$ cat config.mk
export PLATFORM = sky130hd
export DESIGN_NAME = sio_ctrl_regs
export DESIGN_NICKNAME = d
export VERILOG_FILES = /design/src/rtl/sio_ctrl_pkg.sv /design/src/rtl/sio_bus_decode.sv /design/src/rtl/sio_modem_watch.sv /design/src/rtl/sio_irq_unit.sv /design/src/rtl/sio_data_path.sv /design/src/rtl/sio_ctrl_regs.sv
export SDC_FILE = /design/constraint.sdc
export NUM_CORES = 1
export LEC_CHECK = 0
export BUFFER_PORTS_ARGS = -buffer_cell sky130_fd_sc_hd__buf_2
export CAP_MARGIN = 25
export CORE_ASPECT_RATIO = 0.6
export CORE_MARGIN = 4
export CORE_UTILIZATION = 46
export CTS_CLUSTER_SIZE = 8
export DETAILED_ROUTE_END_ITERATION = 7
export GPL_ROUTABILITY_DRIVEN = 0
export GPL_TIMING_DRIVEN = 0
export PLACE_DENSITY = 0.85
export SYNTH_ARGS = -nofsm -noshare
export SYNTH_HDL_FRONTEND = slang
export SYNTH_HIERARCHICAL = 1
export SYNTH_SLANG_ARGS = --single-unit
$ cat constraint.sdc
create_clock -name clk -period 1.4 [get_ports clk]
set_input_delay 0.21 -clock clk [delete_from_list [all_inputs] [get_ports clk]]
set_output_delay 0.21 -clock clk [all_outputs]
set_load 0.01 [all_outputs]
$ cat src/rtl/sio_ctrl_pkg.sv
package sio_ctrl_pkg;
  localparam int unsigned IDX_W  = 2;
  localparam int unsigned CFG_W  = 8;
  localparam int unsigned NMODEM = 2;

  typedef enum logic [IDX_W-1:0] {
    IDX_DATA = 2'd0,
    IDX_STAT = 2'd1,
    IDX_CMD  = 2'd2,
    IDX_CTL  = 2'd3
  } reg_idx_e;

  typedef struct packed {
    logic wr_data;
    logic rd_data;
    logic rd_stat;
    logic soft_rst;
    logic wr_cmd;
    logic rd_cmd;
    logic wr_ctl;
    logic rd_ctl;
  } bus_strobe_t;

  // modem line order inside the watch vector: [1] = data set ready, [0] = carrier
  localparam int unsigned ML_DCD = 0;
  localparam int unsigned ML_DSR = 1;
endpackage

$ cat src/rtl/sio_bus_decode.sv
module sio_bus_decode
  import sio_ctrl_pkg::*;
(
  input  logic             sel,
  input  logic             wr,
  input  logic [IDX_W-1:0] addr,
  output bus_strobe_t      st
);
  reg_idx_e idx;
  assign idx = reg_idx_e'(addr);

  always_comb begin
    st = '0;
    if (sel) begin
      unique case (idx)
        IDX_DATA: begin st.wr_data = wr;  st.rd_data = !wr; end
        IDX_STAT: begin st.soft_rst = wr; st.rd_stat = !wr; end
        IDX_CMD:  begin st.wr_cmd = wr;   st.rd_cmd = !wr;  end
        IDX_CTL:  begin st.wr_ctl = wr;   st.rd_ctl = !wr;  end
        default:  st = '0;
      endcase
    end
  end
endmodule

$ cat src/rtl/sio_modem_watch.sv
module sio_modem_watch #(
  parameter int unsigned NLINES = 2
) (
  input  logic              clk,
  input  logic              rst,
  input  logic [NLINES-1:0] line_n,
  input  logic              en,
  input  logic              rd_stat,
  input  logic              soft_rst,
  output logic [NLINES-1:0] cap,
  output logic              evt
);
  logic              frozen;
  logic [NLINES-1:0] diff;
  logic              moved;

  for (genvar i = 0; i < NLINES; i++) begin : g_cmp
    assign diff[i] = line_n[i] ^ cap[i];
  end
  assign moved = |diff;
  assign evt   = moved && en && !frozen && !soft_rst;

  always_ff @(posedge clk) begin
    if (rst) begin
      cap    <= line_n;
      frozen <= 1'b0;
    end else begin
      if (!frozen && moved) cap <= line_n;
      if (evt)                       frozen <= 1'b1;
      else if (rd_stat || soft_rst)  frozen <= 1'b0;
    end
  end

  a_r6_frozen_hold: assert property (@(posedge clk) disable iff (rst)
    (frozen && !rd_stat && !soft_rst) |=> $stable(cap));
  a_r6_capture_level: assert property (@(posedge clk) disable iff (rst)
    evt |=> (cap == $past(line_n)));
endmodule

$ cat src/rtl/sio_irq_unit.sv
module sio_irq_unit (
  input  logic clk,
  input  logic rst,
  input  logic tx_evt,
  input  logic rx_evt,
  input  logic mod_evt,
  input  logic rd_stat,
  input  logic soft_rst,
  output logic irq
);
  logic pend_data;
  logic pend_mod;

  always_ff @(posedge clk) begin
    if (rst) begin
      pend_data <= 1'b0;
      pend_mod  <= 1'b0;
    end else begin
      if (tx_evt || rx_evt) pend_data <= 1'b1;
      else if (rd_stat)     pend_data <= 1'b0;
      if (mod_evt)                    pend_mod <= 1'b1;
      else if (rd_stat || soft_rst)   pend_mod <= 1'b0;
    end
  end

  assign irq = pend_data | pend_mod;

  a_r5_read_clears: assert property (@(posedge clk) disable iff (rst)
    (rd_stat && !tx_evt && !rx_evt && !mod_evt) |=> !irq);
  a_r11_mod_release: assert property (@(posedge clk) disable iff (rst)
    (soft_rst && !pend_data && !tx_evt && !rx_evt && !mod_evt) |=> !irq);
  a_r5_event_raises: assert property (@(posedge clk) disable iff (rst)
    (tx_evt || rx_evt || mod_evt) |=> irq);
endmodule

$ cat src/rtl/sio_data_path.sv
module sio_data_path #(
  parameter int unsigned DW = 8
) (
  input  logic          clk,
  input  logic          rst,
  input  logic          wr_data,
  input  logic          rd_data,
  input  logic          soft_rst,
  input  logic [DW-1:0] wdata,
  input  logic          tx_taken,
  input  logic          rx_load,
  input  logic [DW-1:0] rx_byte,
  input  logic          rx_pe,
  input  logic          rx_fe,
  output logic [DW-1:0] tx_hold,
  output logic [DW-1:0] rx_hold,
  output logic          tdre,
  output logic          rdrf,
  output logic          ovr,
  output logic          fe,
  output logic          pe
);
  logic still_full;
  logic accept;
  assign still_full = rdrf && !rd_data;
  assign accept     = rx_load && !still_full;

  always_ff @(posedge clk) begin
    if (rst) begin
      tx_hold <= '0;
      tdre    <= 1'b1;
    end else begin
      if (wr_data) tx_hold <= wdata;
      if (wr_data)       tdre <= 1'b0;
      else if (tx_taken) tdre <= 1'b1;
    end
  end

  always_ff @(posedge clk) begin
    if (rst) begin
      rx_hold <= '0;
      rdrf    <= 1'b0;
      ovr     <= 1'b0;
      fe      <= 1'b0;
      pe      <= 1'b0;
    end else begin
      if (accept) begin
        rx_hold <= rx_byte;
        rdrf    <= 1'b1;
        pe      <= rx_pe;
        fe      <= rx_fe;
      end else if (rd_data) begin
        rdrf <= 1'b0;
        pe   <= 1'b0;
        fe   <= 1'b0;
      end
      if (rx_load && still_full)     ovr <= 1'b1;
      else if (rd_data || soft_rst)  ovr <= 1'b0;
    end
  end

  a_r3_write_clears: assert property (@(posedge clk) disable iff (rst)
    wr_data |=> !tdre);
  a_r3_taken_sets: assert property (@(posedge clk) disable iff (rst)
    (tx_taken && !wr_data) |=> tdre);
  a_r4_overrun_keeps: assert property (@(posedge clk) disable iff (rst)
    (rx_load && rdrf && !rd_data) |=> (ovr && rdrf && $stable(rx_hold)));
  a_r4_read_clears: assert property (@(posedge clk) disable iff (rst)
    (rd_data && !rx_load) |=> (!rdrf && !ovr && !pe && !fe));
endmodule

$ cat src/rtl/sio_ctrl_regs.sv
module sio_ctrl_regs
  import sio_ctrl_pkg::*;
#(
  parameter int unsigned DW = 8
) (
  input  logic             clk,
  input  logic             rst,
  input  logic             sel,
  input  logic             wr,
  input  logic [IDX_W-1:0] addr,
  input  logic [DW-1:0]    wdata,
  output logic [DW-1:0]    rdata,
  input  logic             tx_taken,
  input  logic             rx_load,
  input  logic [DW-1:0]    rx_byte,
  input  logic             rx_pe,
  input  logic             rx_fe,
  input  logic             dcd_n,
  input  logic             dsr_n,
  output logic [DW-1:0]    tx_data,
  output logic             tx_load,
  output logic             rx_read,
  output logic [CFG_W-1:0] cmd_q,
  output logic [CFG_W-1:0] ctl_q,
  output logic             tx_break,
  output logic             rts_n,
  output logic             dtr_n,
  output logic             irq_n
);
  bus_strobe_t       st;
  logic [NMODEM-1:0] lines_n;
  logic [NMODEM-1:0] mcap;
  logic              mod_evt;
  logic              tx_evt;
  logic              rx_evt;
  logic              irq;
  logic [DW-1:0]     rx_hold;
  logic              tdre, rdrf, ovr, fe, pe;
  logic [CFG_W-1:0]  stat_b;
  logic [DW-1:0]     stat_w, cmd_w, ctl_w;
  logic              ints_on;

  sio_bus_decode u_dec (
    .sel  (sel),
    .wr   (wr),
    .addr (addr),
    .st   (st)
  );

  // command and configuration registers
  always_ff @(posedge clk) begin
    if (rst) begin
      cmd_q <= '0;
      ctl_q <= '0;
    end else begin
      if (st.wr_cmd)        cmd_q <= wdata[CFG_W-1:0];
      else if (st.soft_rst) cmd_q <= {cmd_q[7:5], 5'b00000};
      if (st.wr_ctl)        ctl_q <= wdata[CFG_W-1:0];
    end
  end

  assign ints_on = cmd_q[0];
  assign tx_evt  = tx_taken && ints_on && (cmd_q[3:2] == 2'b01);
  assign rx_evt  = rx_load  && ints_on && !cmd_q[1];

  assign lines_n[ML_DCD] = dcd_n;
  assign lines_n[ML_DSR] = dsr_n;

  sio_modem_watch #(.NLINES(NMODEM)) u_mod (
    .clk      (clk),
    .rst      (rst),
    .line_n   (lines_n),
    .en       (ints_on),
    .rd_stat  (st.rd_stat),
    .soft_rst (st.soft_rst),
    .cap      (mcap),
    .evt      (mod_evt)
  );

  sio_irq_unit u_irq (
    .clk      (clk),
    .rst      (rst),
    .tx_evt   (tx_evt),
    .rx_evt   (rx_evt),
    .mod_evt  (mod_evt),
    .rd_stat  (st.rd_stat),
    .soft_rst (st.soft_rst),
    .irq      (irq)
  );

  sio_data_path #(.DW(DW)) u_dp (
    .clk      (clk),
    .rst      (rst),
    .wr_data  (st.wr_data),
    .rd_data  (st.rd_data),
    .soft_rst (st.soft_rst),
    .wdata    (wdata),
    .tx_taken (tx_taken),
    .rx_load  (rx_load),
    .rx_byte  (rx_byte),
    .rx_pe    (rx_pe),
    .rx_fe    (rx_fe),
    .tx_hold  (tx_data),
    .rx_hold  (rx_hold),
    .tdre     (tdre),
    .rdrf     (rdrf),
    .ovr      (ovr),
    .fe       (fe),
    .pe       (pe)
  );

  assign stat_b = {irq, mcap[ML_DSR], mcap[ML_DCD], tdre, rdrf, ovr, fe, pe};

  always_comb begin
    stat_w = '0;
    stat_w[CFG_W-1:0] = stat_b;
    cmd_w = '0;
    cmd_w[CFG_W-1:0] = cmd_q;
    ctl_w = '0;
    ctl_w[CFG_W-1:0] = ctl_q;
  end

  always_ff @(posedge clk) begin
    if (rst) begin
      rdata   <= '0;
      tx_load <= 1'b0;
      rx_read <= 1'b0;
    end else begin
      tx_load <= st.wr_data;
      rx_read <= st.rd_data;
      if (st.rd_data)      rdata <= rx_hold;
      else if (st.rd_stat) rdata <= stat_w;
      else if (st.rd_cmd)  rdata <= cmd_w;
      else if (st.rd_ctl)  rdata <= ctl_w;
    end
  end

  assign dtr_n    = !cmd_q[0];
  assign rts_n    = (cmd_q[4:2] == 3'b000);
  assign tx_break = (cmd_q[3:2] == 2'b11);
  assign irq_n    = !irq;

  a_r11_soft_lines: assert property (@(posedge clk) disable iff (rst)
    (st.soft_rst && !st.wr_cmd) |=> (dtr_n && rts_n && !tx_break && $stable(ctl_q)));
  a_r8_no_new_irq: assert property (@(posedge clk) disable iff (rst)
    (!cmd_q[0] && irq_n) |=> irq_n);
  a_r12_idle_stable: assert property (@(posedge clk) disable iff (rst)
    !sel |=> ($stable(cmd_q) && $stable(ctl_q) && $stable(tx_data)));
  a_r2_err_no_irq: assert property (@(posedge clk) disable iff (rst)
    (irq_n && !tx_evt && !rx_evt && !mod_evt) |=> irq_n);
endmodule

==> flow_summary.ini, run 1 <==
[power_and_ir_drop]
power.share.switching_pct = 27.6
totalPowerFinal_mw = 2.88
internal-power_mw = 2.09
p_seq_share_pct = 55.4
p_comb_share_pct = 13.8
powerDensity_mw_per_mm2 = 1000
p_sw_uw = 795
clockPowerShare_pct = 30.8
p_leak_nw = 1.20
ir_drop_mv = 0.508

[clocking]
htree_levels = 2
clkLatencyLatePin_ns = 0.31
cts_max_path_buffers = 2
cts_tree = yes
cts_root_buf = clkbuf_8
cts_buffers = 5
clkTransAtPathRegs_ns = 0.10
cts.sinks = 52
hold_buffers = 0

[setup_path]
worstPathRequired_ns = 1.19
critical_path.max_fanout = 2
timing.rr.start = u_mod/cap[0]
rrSetupSlack_ns = 0.17
crit_arrival_ns = 1.14
end_kind = output port
worstSetupStartpointType = flip-flop
crit_start = u_irq/pend_data
worst-setup-path-type = flip-flop to output port

[synth]
ys_seq_area_share_pct = 45.4
synth_seq_cells = 52
syn_inst = 230
synth_edf_count = 2
ys.flop_type = dfxtp_1
syn_area_mm2 = 0.00234
syn_avg_cell_area_um2 = 10.2
synth_warnings = 6
synth_cell_types = 42
async_reset_ff_share_pct = 0
postSynthNetCount = 258

[sta]
period_needed_ns = 1.35
rsz0062_at_grt = false
holdWs_ns = 0.0913
fin_crit_sh_pct = 96.3
max_slew.worst_pin.slew_ns = 0.673
setup_viol = 0
slew_viol_final = 0
final_hold_viol_count = 0
clock_skew_ns = 0.00865
setup-tns-final_ns = 0
slew_headroom_pct = 55.1
clock.fmax_mhz = 742

[cells_and_area]
layout_commonest_cell = buf_2
drive_gt1_share_pct = 38.2
layout_common_cells = buf_2, dfxtp_1, nor2_1
diodes = 0
final_nets = 333
fin_util_pct = 60.7
area_delta_synth_final_pct = 22.9

[floorplan]
die_w_um = 100
core_mm2 = 0.00473
io_pins = 66
start_util_pct = 49.4
dieArea_mm2 = 0.00632
fp.dieH_um = 63.2
rows = 19

[placed_design]
port_buffers = 65
hpwl_um = 4480

[outcome]
status = completed

[grt]
grt_antenna_before_repair = 0
grt_pass1_vias = 1879
track_usage_pct = 18.7
gr-total-overflow = 0
grt_pass1_wl_um = 9490
grt_max_degree = 18

[min_path]
hp-start = dsr_n
worstHoldPathType = input port to flip-flop

[route]
drc_errors = 0
vias = 2041
via_per_inst = 5.53
dr.pass1.iters = 4
avgRoutedWirePerCell_um = 16.2
drt-initial-drc-count = 118
antenna_left = 0
routed_wl_um = 5970

[flow_run]
cap_violations = 0
==> critical path: stages, from the launching register on <==
cell and delay, ns:
dfxtp_1 0.32, or2_2 0.33, inv_1 0.06, buf_2 0.12
==> metal layers <==
layer | up-vias | share of wire (%) | global-route usage, %
met3 | 3 | 9.9 | 4.85
met4 | 0 | 0.28 | 4.20
met1 | 971 | 48 | 28.5
met2 | 85 | 42 | 26.1
li1 | 982 | - | -
met5 | - | 0 | 0
==> cells by family (layout without fill, tap and decap cells) <==
group                     after synthesis  count (layout)  synth area share (%)
xor gates and xnor gates                2               2                 0.750
DFF                                    52              52                  45.4
buffers and inverters                  22              98                  5.35
muxes                                  19              19                  8.14
AOI/OAI and AO/OA                      55              55                  18.7
and+or+nand+nor                        80              80                  21.6
==> registers in the layout (all words and copies together), names as in the netlist, 2 cells and up <==
| signal | cells |
|---|---|
| cmd_q | 8 |
| ctl_q | 8 |
| rdata | 8 |
| u_dp/rx_hold | 8 |
| u_dp/tx_hold | 8 |
| u_mod/cap | 2 |
==> final timing paths <==
check,to,cells past startpoint
max,irq_n,3
min,u_mod/cap[1],1
max reg2reg,u_mod/cap[1],3
min reg2reg,u_irq/pend_data,2
==> synthesized netlist by cell type (3+ instances only) <==
| library cell | count | share of area (%) |
|---|---|---|
| buf_2 | 7 | 1.5 |
| a211oi_1 | 7 | 2.2 |
| dfxtp_1 | 50 | 43 |
| clkbuf_1 | 4 | 0.64 |
| nor2b_1 | 3 | 0.80 |
| nand3_2 | 9 | 3.9 |
| and4bb_2 | 3 | 1.6 |
| nor3b_1 | 6 | 1.9 |
| o221ai_1 | 7 | 2.6 |
| a22oi_1 | 7 | 2.2 |
| a21oi_2 | 10 | 3.7 |
| mux2i_1 | 19 | 8.1 |
| a21oi_1 | 8 | 1.7 |
| a21bo_1 | 8 | 3.4 |
| inv_1 | 8 | 1.3 |
| nand2b_1 | 3 | 0.80 |
| nor2_1 | 38 | 6.1 |
| and4b_2 | 3 | 1.4 |
==> through the flow <==
stage	std cells	instance area (um2)	setup slack [ns]
CTS	366	2840	0.0433
global placement	358	2740	-0.339
finish	369	2870	0.0516
global route	369	2870	0.00378
floorplan	230	2340	0.0276
detailed placement	358	2740	-0.355
==> final cells by class <==
cell class	instances	area (um2)
Fill cell	405	1860
Timing Repair Buffer	68	348
Clock inverter	3	22.5
Sequential cell	52	1060
Inverter	8	30.0
Multi-Input combinational cell	156	1170
Clock buffer	5	68.8
Tap cell	63	78.8
Buffer	14	95.1
==> power groups by stage <==
stage	combinational, mW	sequential, mW	clock, mW
floorplan	0.227	1.63	0
global placement	0.376	1.63	0
detailed placement	0.388	1.63	0
CTS	0.393	1.60	0.886
global route	0.436	1.61	0.946
finish	0.398	1.60	0.887
==> timing repair <==
action,CTS,global route
setup endpoints to repair,11,9
setup buffers,0,3
gates resized for setup,2,2
cloned,0,0
pin swaps,0,1
No activity file was read; power rests on OpenSTA's default activity.
==> run 2, diff against run 1 <==
Settings changed: CORE_ASPECT_RATIO 0.6 to 2.
==> run 2 against run 1 <==
Register-to-register slack is essentially flat. Routed wire length shrank 0.40%. Utilization shrank 2.5 points. Worst setup slack gained 0.023 ns. Sequential power is essentially flat. Design area shrank 0.44%. Non-clock buffer count shrank 3. Sequential share of layout area grew 0.16 points. Final cell count shrank 2.4%. Maximum frequency grew 1.7%. Clock-buffer cell count grew 2. Highest routed layer unchanged.
==> flow_summary.ini, run 2 (synthesized netlist as in run 1, its figures left out) <==
[outcome]
status = completed

[min_path]
holdPathEnd = u_mod/cap[1]
whs_path_depth = 1
hp-start = dsr_n
worstHoldPathType = input port to flip-flop

[route]
routed_wl_um = 5950
avgRoutedWirePerCell_um = 16.5
dr.pass1.iters = 4
vias = 1990
antenna_left = 0
drt-initial-drc-count = 27
drc_errors = 0
via_per_inst = 5.53

[sta]
max_slew.worst_pin.slew_ns = 0.668
slew_viol_final = 0
final_hold_viol_count = 0
holdWs_ns = 0.106
fin_crit_sh_pct = 94.7
clock.fmax_mhz = 755
slew_headroom_pct = 55.5
setup_viol = 0
period_needed_ns = 1.33
rsz0062_at_grt = false
clock_skew_ns = 0.00583
fin_ws_ns = 0.0747

[placed_design]
place_ws_ns = -0.402
port_buffers = 65
hpwl_um = 4560
place_area_mm2 = 0.00273
placed_cells = 352

[flow_run]
cap_violations = 0

[floorplan]
core_mm2 = 0.00491
io_pins = 66
rows = 36
dieArea_mm2 = 0.00635
start_util_pct = 47.6
fp.dieH_um = 109
die_w_um = 58.4

[setup_path]
crit_arrival_ns = 1.12
critical_path.max_fanout = 2
crit_buf_inv = 2
cp_cell_sequence = or2_2 > inv_1 > buf_2
end_kind = output port
worstPathRequired_ns = 1.19
worstSetupStartpointType = flip-flop
cp_slowest_cell = dfxtp_1
rrSetupSlack_ns = 0.17
max_stage_delay_ns = 0.33
r2r_cells = 3
r2r_end = u_mod/cap[1]
timing.rr.start = u_mod/cap[0]
cp_top_family = flip-flops
worst-setup-path-type = flip-flop to output port

[power_and_ir_drop]
p_seq_share_pct = 54.2
powerDensity_mw_per_mm2 = 1030
internal-power_mw = 2.19
power.share.switching_pct = 25.6
p_comb_share_pct = 13.5
p_leak_nw = 1.19
p_sw_uw = 753
clockPowerShare_pct = 32.3
ir_drop_mv = 0.865

[cells_and_area]
layout_common_cells = buf_2, dfxtp_1, nor2_1
design_area_mm2 = 0.00286
fillers = 452
final_cells = 360
final_nets = 330
layout_commonest_cell = buf_2
diodes = 0
area_delta_synth_final_pct = 22.4
drive_gt1_share_pct = 37.6

[grt]
grt_antenna_before_repair = 0
grt_pass1_vias = 2018
gr-total-overflow = 0
track_usage_pct = 19.4
grt_max_degree = 16
grt_pass1_wl_um = 9510

[clocking]
cts_root_buf = clkbuf_8
clkTransAtPathRegs_ns = 0.09
hold_buffers = 0
cts_tree = yes
clkLatencyLatePin_ns = 0.31
cts_setup_buffers = 0
cts_buffers = 5
cts_max_path_buffers = 2
htree_levels = 2
cts.sinks = 52
run 2: worst max path at each step:
stage                     cells after the start  slack [ns]             from        to
after detailed placement                      5       -0.40               wr  rdata[6]
after floorplan                               5        0.03               wr  rdata[1]
after global routing                          5       0.009               wr  rdata[1]
after CTS                                     6        0.04               wr  rdata[0]
after global placement                        5       -0.34               wr  rdata[6]
final                                         3        0.07  u_irq/pend_data     irq_n
run 2: timing repair:
item	CTS	global route
gates resized for setup	3	2
setup endpoints to repair	17	6
endpoints found under the hold margin	0	0
pin swaps	0	1
run 2: final cells by class:
type	instances	area [um2]	share of cell area (%)
buffer	14	95.1	3.32
clock buffer	7	97.6	3.41
clock inverter	1	5.00	0.175
inverter	8	30.0	1.05
multi-input combinational	156	1170	41.1
sequential	52	1060	37.1
tap	57	71.3	2.49
timing repair buffer	65	325	11.4
run 2: power groups by stage:
stage               clock (mW)  sequential (mW)  combinational (mW)
finish                   0.950             1.59               0.395
global route              1.03             1.60               0.434
CTS                      0.959             1.59               0.398
detailed placement           0             1.63               0.390
global placement             0             1.63               0.381
floorplan                    0             1.63               0.227
run 2: metrics by stage:
stage / TNS, ns / utilization [%] / power (mW)
2_1_floorplan: 0 / - / 1.86
3_3_place_gp: -5.57 / 55.7 / 2.01
3_5_place_dp: -6.42 / 55.7 / 2.02
4_1_cts: 0 / 58.1 / 2.95
5_1_grt: 0 / 58.3 / 3.06
6_report: 0 / 58.3 / 2.94
run 2: routing by layer:
metal  share of wire (%)  vias up  track usage (%)
met5                   0        -                0
met4                 2.4        0             8.96
met3                 5.3       15             4.38
met2                  56       57             35.9
met1                  36      944             19.8
li1                    -      974                -
==> run 3, diff against run 2 <==
Settings changed: CORE_UTILIZATION 46 to 48, CTS_BUF_LIST set to sky130_fd_sc_hd__clkbuf_8, MAX_ROUTING_LAYER set to met4, PLACE_DENSITY 0.85 to 0.87, SLEW_MARGIN set to 20.
==> run 3 against run 2 <==
Final cell count fell by 0.28%. Utilization rose by 3.5 points. Via count rose by 0.10%. Power fell by 2.8%. Clock-buffer cell count fell by 1. Global-route usage rose by 0.89 points. Hold slack improved by 0.0050 ns. Routed wire length fell by 1.9%. Critical path depth rose by 3. Sequential cell count did not move. First-iteration DRC count rose by 48%. Sequential share of layout area fell by 0.081 points. Critical endpoint is now rdata[1]. Largest cell class unchanged.
==> flow_summary.ini, run 3 (synthesized netlist as in run 1, its figures left out) <==
[outcome]
status = completed

[grt]
grt_pass1_wl_um = 9510
grt_max_degree = 15
grt_antenna_before_repair = 0
track_usage_pct = 20.3
gr-total-overflow = 0
grt_pass1_vias = 2057

[clocking]
cts_buffers = 5
cts_max_path_buffers = 2
cts_tree = yes
cts_root_buf = clkbuf_8
cts.sinks = 52
hold_buffers = 0
clkTransAtPathRegs_ns = 0.09
clkLatencyLatePin_ns = 0.30
htree_levels = 2

[route]
via_per_inst = 5.55
drc_errors = 0
routed_wl_um = 5840
antenna_left = 0
drt-initial-drc-count = 40
avgRoutedWirePerCell_um = 16.3
vias = 1992
dr.pass1.iters = 4

[setup_path]
crit_buf_inv = 2
worst-setup-path-type = input port to flip-flop
critical_path.max_fanout = 8
worstPathRequired_ns = 1.58
cp_top_family = simple AND/OR/NAND/NOR gates
cp_slowest_cell = or4_1
worstSetupStartpointType = input port
max_stage_delay_ns = 0.51
end_kind = flip-flop
cp_cell_sequence = clkbuf_4 > and4bb_2 > or4_1 > buf_4 > nor2_1 > a211oi_1
crit_arrival_ns = 1.51

[sta]
final_hold_viol_count = 0
slew_viol_final = 0
clock.fmax_mhz = 749
rsz0062_at_grt = false
fin_crit_sh_pct = 95.4
period_needed_ns = 1.34
max_slew.worst_pin.slew_ns = 0.643
clock_skew_ns = 0.00656
slew_headroom_pct = 57.2
setup_viol = 0
holdWs_ns = 0.111

[floorplan]
core_mm2 = 0.00464
start_util_pct = 50.4
die_w_um = 57.3
fp.dieH_um = 107
io_pins = 66
dieArea_mm2 = 0.00612
rows = 35

[cells_and_area]
layout_common_cells = buf_2, dfxtp_1, nor2_1
drive_gt1_share_pct = 38.2
area_delta_synth_final_pct = 22.6
diodes = 0
fin_util_pct = 61.8
layout_commonest_cell = buf_2
final_nets = 331
final_cells = 359
fillers = 436

[power_and_ir_drop]
ir_drop_mv = 0.753
powerDensity_mw_per_mm2 = 997
p_leak_nw = 1.19

[min_path]
worstHoldPathType = input port to flip-flop

[flow_run]
cap_violations = 0

[placed_design]
placed_cells = 350
port_buffers = 65
hpwl_um = 4540
==> run 3: cell count changes in the layout (fill, tap and decap cells not counted), moves of 2 or more <==
cell	delta
clkbuf_4	+2
buf_2	-4
nor2_2	+2
nor2_1	-2
inv_1	+2
buf_4	+3
==> run 3: routing by layer <==
layer	wire length (um)	GRT usage, %
met3	292	4.22
met1	2150	20.2
met5	0	-
met2	3250	37.0
met4	149	8.46
==> run 3: per-stage QoR <==
step	area, um2	worst slack, ns	TNS [ns]	power, mW
after floorplan	2340	0.0276	0	1.86
after global placement	2730	-0.365	-5.52	2.01
after detailed placement	2730	-0.396	-5.80	2.02
after CTS	2840	0.00930	0	2.87
after global routing	2870	0.00916	0	2.97
final	2870	0.0647	0	2.86
==> run 3: timing repair <==
item                       4_1_cts  5_1_grt
gates resized for setup          3       10
setup buffers                    0        1
pin swaps                        0        2
setup endpoints to repair        7        7
==> run 3: cell type report <==
type / count / area, um2 / area share [%]
repair buffers: 66 / 338 / 11.8
flip-flops and latches: 52 / 1060 / 37.0
multi-input cells: 156 / 1180 / 41.1
clock buffers: 6 / 82.6 / 2.88
plain buffers: 14 / 100 / 3.49
inverters: 8 / 30.0 / 1.05
clock inverters: 2 / 7.51 / 0.262
well taps: 55 / 68.8 / 2.40
==> run 3: final timing paths <==
kind | start | slack [ns] | depth (start not counted) | end
worst min register to register | u_irq/pend_data | 0.48 | 2 | u_irq/pend_data
worst max register to register | u_mod/cap[1] | 0.18 | 5 | u_irq/pend_mod
worst min-delay path | dcd_n | 0.11 | 1 | u_mod/cap[0]
worst max-delay path | wr | 0.06 | 6 | rdata[1]
==> run 3: power breakdown <==
| part | switching, mW | internal (mW) |
|---|---|---|
| registers | 0.0417 | 1.55 |
| logic | 0.224 | 0.181 |
| clock network | 0.469 | 0.390 |
==> run 3: worst reg2reg max path, stage by stage (launching register included) <==
cell and delay [ns]:
edfxtp_1 0.43, xor2_1 0.18, nor2_1 0.08, nor4b_1 0.26
inv_1 0.08, a21oi_1 0.12
